==> src/rtl/sbus_irq_pkg.sv <==
package sbus_irq_pkg;
  localparam int EVT_COUNT  = 12;
  localparam int OWN_COUNT  = 4;
  localparam int ADDR_WIDTH = 8;

  // event bit positions
  localparam int EV_ARB_LOST   = 0;
  localparam int EV_NO_ACK     = 1;
  localparam int EV_ADDR_SLAVE = 2;
  localparam int EV_REGS_READY = 3;
  localparam int EV_RX_READY   = 4;
  localparam int EV_TX_READY   = 5;
  localparam int EV_GEN_CALL   = 6;
  localparam int EV_START      = 7;
  localparam int EV_BUS_FREE   = 8;
  localparam int EV_ACC_ERR    = 9;
  localparam int EV_RX_DRAIN   = 10;
  localparam int EV_TX_DRAIN   = 11;

  // positions driven from inside the block
  localparam logic [EVT_COUNT-1:0] INT_MASK =
    (EVT_COUNT'(1) << EV_ADDR_SLAVE) |
    (EVT_COUNT'(1) << EV_GEN_CALL)   |
    (EVT_COUNT'(1) << EV_ACC_ERR);
  localparam logic [EVT_COUNT-1:0] EXT_MASK = ~INT_MASK;

  typedef struct packed {
    logic [EVT_COUNT-1:0] rawSet;
    logic [EVT_COUNT-1:0] rawClr;
    logic [EVT_COUNT-1:0] enSet;
    logic [EVT_COUNT-1:0] enClr;
    logic                 matchLoad;
    logic [OWN_COUNT-1:0] matchSel;
  } ctrlStb_t;
endpackage

==> src/rtl/sbus_irq_ctrl.sv <==
module sbus_irq_ctrl
  import sbus_irq_pkg::*;
(
  input  logic [EVT_COUNT-1:0]  evtPulse,
  input  logic                  rxEmpty,
  input  logic                  txFull,
  input  logic                  cpuRd,
  input  logic                  cpuWr,
  input  logic                  addrValid,
  input  logic [ADDR_WIDTH-1:0] addrByte,
  input  logic [OWN_COUNT-1:0]  ownMatch,
  input  logic [EVT_COUNT-1:0]  wrData,
  input  logic                  rawClrWe,
  input  logic                  enSetWe,
  input  logic                  enClrWe,
  output ctrlStb_t              stb
);
  logic accErr;
  logic genCall;
  logic anyMatch;
  logic [OWN_COUNT-1:0] lowSel;

  assign accErr   = (cpuRd & rxEmpty) | (cpuWr & txFull);
  assign genCall  = addrValid & (addrByte == '0);
  assign anyMatch = addrValid & (|ownMatch);

  // lowest-index match wins: scan downward so the lowest overwrites
  always_comb begin
    lowSel = '0;
    for (int i = OWN_COUNT - 1; i >= 0; i--) begin
      if (ownMatch[i]) begin
        lowSel    = '0;
        lowSel[i] = 1'b1;
      end
    end
  end

  always_comb begin
    stb                     = '0;
    stb.rawSet              = evtPulse & EXT_MASK;
    stb.rawSet[EV_ACC_ERR]    = accErr;
    stb.rawSet[EV_GEN_CALL]   = genCall;
    stb.rawSet[EV_ADDR_SLAVE] = anyMatch;
    stb.rawClr              = rawClrWe ? wrData : '0;
    stb.enSet               = enSetWe ? wrData : '0;
    stb.enClr               = enClrWe ? wrData : '0;
    stb.matchLoad           = anyMatch;
    stb.matchSel            = lowSel;
  end
endmodule

==> src/rtl/sbus_irq_cell.sv <==
module sbus_irq_cell (
  input  logic clk,
  input  logic rstN,
  input  logic rawSet,
  input  logic rawClr,
  input  logic enSet,
  input  logic enClr,
  output logic rawQ,
  output logic enQ
);
  // set has priority over clear for both flops
  always_ff @(posedge clk or negedge rstN) begin
    if (!rstN) begin
      rawQ <= 1'b0;
      enQ  <= 1'b0;
    end else begin
      rawQ <= rawSet | (rawQ & ~rawClr);
      enQ  <= enSet  | (enQ  & ~enClr);
    end
  end
endmodule

==> src/rtl/sbus_irq_dp.sv <==
module sbus_irq_dp
  import sbus_irq_pkg::*;
(
  input  logic                 clk,
  input  logic                 rstN,
  input  ctrlStb_t             stb,
  output logic [EVT_COUNT-1:0] rawVec,
  output logic [EVT_COUNT-1:0] enVec,
  output logic [OWN_COUNT-1:0] matchVec,
  output logic                 irqQ
);
  for (genvar b = 0; b < EVT_COUNT; b++) begin : g_cell
    sbus_irq_cell cell_i (
      .clk    (clk),
      .rstN   (rstN),
      .rawSet (stb.rawSet[b]),
      .rawClr (stb.rawClr[b]),
      .enSet  (stb.enSet[b]),
      .enClr  (stb.enClr[b]),
      .rawQ   (rawVec[b]),
      .enQ    (enVec[b])
    );
  end

  always_ff @(posedge clk or negedge rstN) begin
    if (!rstN) begin
      matchVec <= '0;
      irqQ     <= 1'b0;
    end else begin
      if (stb.matchLoad) matchVec <= stb.matchSel;
      irqQ <= |(rawVec & enVec);
    end
  end
endmodule

==> src/rtl/sbus_irq_top.sv <==
module sbus_irq_top
  import sbus_irq_pkg::*;
(
  input  logic                  clk,
  input  logic                  rstN,
  input  logic [EVT_COUNT-1:0]  evtPulse,
  input  logic                  rxEmpty,
  input  logic                  txFull,
  input  logic                  cpuRd,
  input  logic                  cpuWr,
  input  logic                  addrValid,
  input  logic [ADDR_WIDTH-1:0] addrByte,
  input  logic [OWN_COUNT-1:0]  ownMatch,
  input  logic [EVT_COUNT-1:0]  wrData,
  input  logic                  rawClrWe,
  input  logic                  enSetWe,
  input  logic                  enClrWe,
  output logic [EVT_COUNT-1:0]  rawStatus,
  output logic [EVT_COUNT-1:0]  enMask,
  output logic [OWN_COUNT-1:0]  matchedAddr,
  output logic                  irqOut
);
  ctrlStb_t stb;

  sbus_irq_ctrl ctrl_i (
    .evtPulse  (evtPulse),
    .rxEmpty   (rxEmpty),
    .txFull    (txFull),
    .cpuRd     (cpuRd),
    .cpuWr     (cpuWr),
    .addrValid (addrValid),
    .addrByte  (addrByte),
    .ownMatch  (ownMatch),
    .wrData    (wrData),
    .rawClrWe  (rawClrWe),
    .enSetWe   (enSetWe),
    .enClrWe   (enClrWe),
    .stb       (stb)
  );

  sbus_irq_dp dp_i (
    .clk      (clk),
    .rstN     (rstN),
    .stb      (stb),
    .rawVec   (rawStatus),
    .enVec    (enMask),
    .matchVec (matchedAddr),
    .irqQ     (irqOut)
  );
endmodule

==> config.mk <==
export PLATFORM = sky130hd
export DESIGN_NAME = sbus_irq_top
export DESIGN_NICKNAME = d
export VERILOG_FILES = /design/src/rtl/sbus_irq_pkg.sv /design/src/rtl/sbus_irq_ctrl.sv /design/src/rtl/sbus_irq_cell.sv /design/src/rtl/sbus_irq_dp.sv /design/src/rtl/sbus_irq_top.sv
export SDC_FILE = /design/constraint.sdc
export NUM_CORES = 1
export LEC_CHECK = 0
export ABC_AREA = 1
export BUFFER_PORTS_ARGS = -buffer_cell sky130_fd_sc_hd__buf_2
export CORE_MARGIN = 2
export CORE_UTILIZATION = 37
export DETAILED_ROUTE_END_ITERATION = 16
export PLACE_DENSITY = 0.72
export SYNTH_ARGS = -nofsm -noshare
export SYNTH_HDL_FRONTEND = slang
export SYNTH_HIERARCHICAL = 1
export SYNTH_SLANG_ARGS = --single-unit
==> constraint.sdc <==
create_clock -name clk -period 1.45 [get_ports clk]
set_input_delay 0.0725 -clock clk [delete_from_list [all_inputs] [get_ports clk]]
set_output_delay 0.0725 -clock clk [all_outputs]
set_load 0.005 [all_outputs]
==> impl_metrics.yaml <==
timing:
  slew_headroom_pct: 55.0
  timing.fmax_mhz: 1120
  worst_pin_slew_ps: 675
  tns_ps: 0
  rsz0062_at_grt: "false"
  fin_crit_sh_pct: 61.7
  finalSetupViolCount: 0
  min_period_ps: 894
  drv_slew: 0
  hold_violations: 0
  fin_skew_ps: 1.74
synth:
  ys_types: 9
  yosysWarnings: 6
  synth-xor-area-share_pct: 0
  synth.net_count: 305
  synth_edf_count: 0
  syn_area_um2: 1700
  synth_compound_gate_area_share_pct: 0.442
  synthArstFlopShare_pct: 100
  netlist_top_cells_area: "dfrtp_1, nand2_1, inv_1"
  synth_top_area_cell: "dfrtp_1"
  yosysMostFrequentCell: "nand2_1"
  synth_top_family_by_area: "simple AND/OR/NAND/NOR gates"
  synth_top_area_share_pct: 42.7
  synth_cells: 259
  synth_adder_area_share_pct: 0
  synth-main-ff-cell: "dfrtp_1"
  synth_common_cells: "nand2_1, inv_1, dfrtp_1"
  yosysSeqAreaShare_pct: 42.7
  avgSynthCellArea_um2: 6.57
  synthMuxAreaShare_pct: 2.65
  ys_ff_latch: 29
  synth-simple-area-share_pct: 27.3
global_routing:
  grt_max_degree: 30
  antenna_found_initial: 0
  grt_pass1_vias: 1485
  grt-ovfl-total: 0
  grtUsageTotal_pct: 15.5
  grt_pass1_wl_um: 6120
setup_path:
  end_kind: "output pin"
  reg2reg_setup_slack_ps: 600
  path_class: "reg -> out"
  cpPeakStageDelay_ps: 410
  arrival_ps: 820
  r2r_end: "dp_i/irqQ"
  cp_slowest_cell: "dfrtp_1"
  r2r_start: "dp_i/g_cell[2].cell_i/rawQ"
  crit_chain: "buf_2"
  critPathMaxFanout: 3
  cp-start-kind: "flip-flop"
  cp.required_ps: 1380
  crit_buf_inv: 1
  critical_path.top_delay_family: "flip-flops"
  rr_worst_depth: 4
clock_network:
  clkTransAtPathRegs_ps: 60
  htree_levels: 2
  numClockSinks: 29
  cts_buffer_depth: 2
  cts_tree: "yes"
  cts_setup_buffers: 0
  clk_latency_ps: 270
  cts-buffers-inserted: 5
  post_cts_resized: 0
  cts_root_buffer: "clkbuf_8"
floorplanning:
  core_area_um2: 4380
  die_w_um: 71.8
  top_level_ports: 75
  initial_core_util_pct: 38.8
  die_h_um: 71.8
  row_count: 24
  die-area_um2: 5150
route:
  drc_errors: 0
  ant_nets: 0
  wl_per_cell_um: 9.42
  finalWirelength_um: 3620
  dr_total_vias: 1521
  first_iter_violations: 42
  viasPerCell: 3.96
  drt-pass1-iter-count: 4
hold_path:
  hp-class: "in -> reg"
  hp-start: "txFull"
  whs_path_depth: 5
  min_to: "dp_i/g_cell[9].cell_i/rawQ"
place:
  port_buffers: 71
  gp_congestion: 0.719
  dp_hpwl_um: 2650
pwr:
  p_leak_nw: 1.48
  peakVddDrop_uv: 459
  power.total_mw: 1.93
  power_density_nw_per_um2: 888
final_layout:
  diodes: 0
  drive_gt1_share_pct: 24.4
  syn2layout_area_growth_pct: 27.6
  nFillCells: 449
  nets: 377
outcome:
  outcome: "completed"
run:
  maxCapViolations: 0
-- worst register-to-register path: stages, from the launching register on --
cell     delay [ps]
dfrtp_1         400
nand2_1          70
nand2_1          50
nor2_1          130
nand3_1          80
-- cells by family after synthesis --
| group | Yosys count |
|---|---|
| AO/OA/AOI/OAI | 1 |
| AND/OR/NAND/NOR | 123 |
| multiplexers | 4 |
| buffers and inverters | 102 |
| flip-flops | 29 |
-- timing repair --
action,4_1_cts,5_1_grt
hold endpoints to repair,38,0
setup endpoints to repair,0,0
hold buffers,10,0
-- how the worst max path moves through the flow --
stage	start	to	cells after the start
2_1_floorplan	ownMatch[3]	dp_i/matchVec[0]	4
3_3_place_gp	ownMatch[0]	dp_i/matchVec[3]	5
3_5_place_dp	ownMatch[0]	dp_i/matchVec[0]	5
4_1_cts	dp_i/g_cell[5].cell_i/enQ	enMask[5]	1
5_1_grt	dp_i/g_cell[1].cell_i/rawQ	dp_i/irqQ	4
6_report	dp_i/g_cell[5].cell_i/enQ	enMask[5]	1
-- cells in the final DEF (no fill, tap or decap) --
master         instances
dlygate4sd3_1         10
inv_1                 85
buf_2                 71
clkbuf_8               5
buf_4                  1
mux2_2                 4
nand3_1                2
a21boi_0               1
nand2_1              108
dfrtp_1               29
clkbuf_1               3
nor2_1                13
-- layer usage --
layer,GRT usage (%),share of wire (%)
met5,0,0
met4,4.40,1.1
met3,5.20,6.0
met2,27.3,48
met1,17.9,45
-- cell type report --
class                   count  area, um^2  share of cell area (%)
multi-input cells         128         517                    23.8
inverters                  85         319                    14.7
clock buffers               8        80.1                    3.69
repair buffers             82         463                    21.3
well taps                  52        65.1                    3.00
flip-flops and latches     29         726                    33.4
-- registers in the layout (all words and copies together) (netlist names) --
signal                   cells
dp_i/matchVec                4
dp_i/irqQ                    1
dp_i/g_cell.cell_i/enQ      12
dp_i/g_cell.cell_i/rawQ     12
-- report_power, final --
group | total [mW] | switching, mW | internal, mW
Combinational | 0.373 | 0.192 | 0.181
Clock | 0.625 | 0.285 | 0.340
Sequential | 0.929 | 0.0502 | 0.879
Total | 1.93 | 0.527 | 1.40
-- stage by stage --
| stage | setup WS [ps] | hold WS (ps) | instances | util (%) | cell area [um^2] |
|---|---|---|---|---|---|
| 6_report | 556 | 65.9 | 384 | 49.5 | 2170 |
| 5_1_grt | 472 | 79.2 | 384 | 49.5 | 2170 |
| 4_1_cts | 545 | 64.2 | 384 | 49.5 | 2170 |
| 3_5_place_dp | 425 | 152 | 366 | 45.4 | 1990 |
| 3_3_place_gp | 446 | 142 | 366 | 45.4 | 1990 |
| 2_1_floorplan | 551 | -223 | 259 | - | 1700 |
Note: power is estimated with default switching activity, not from simulation.
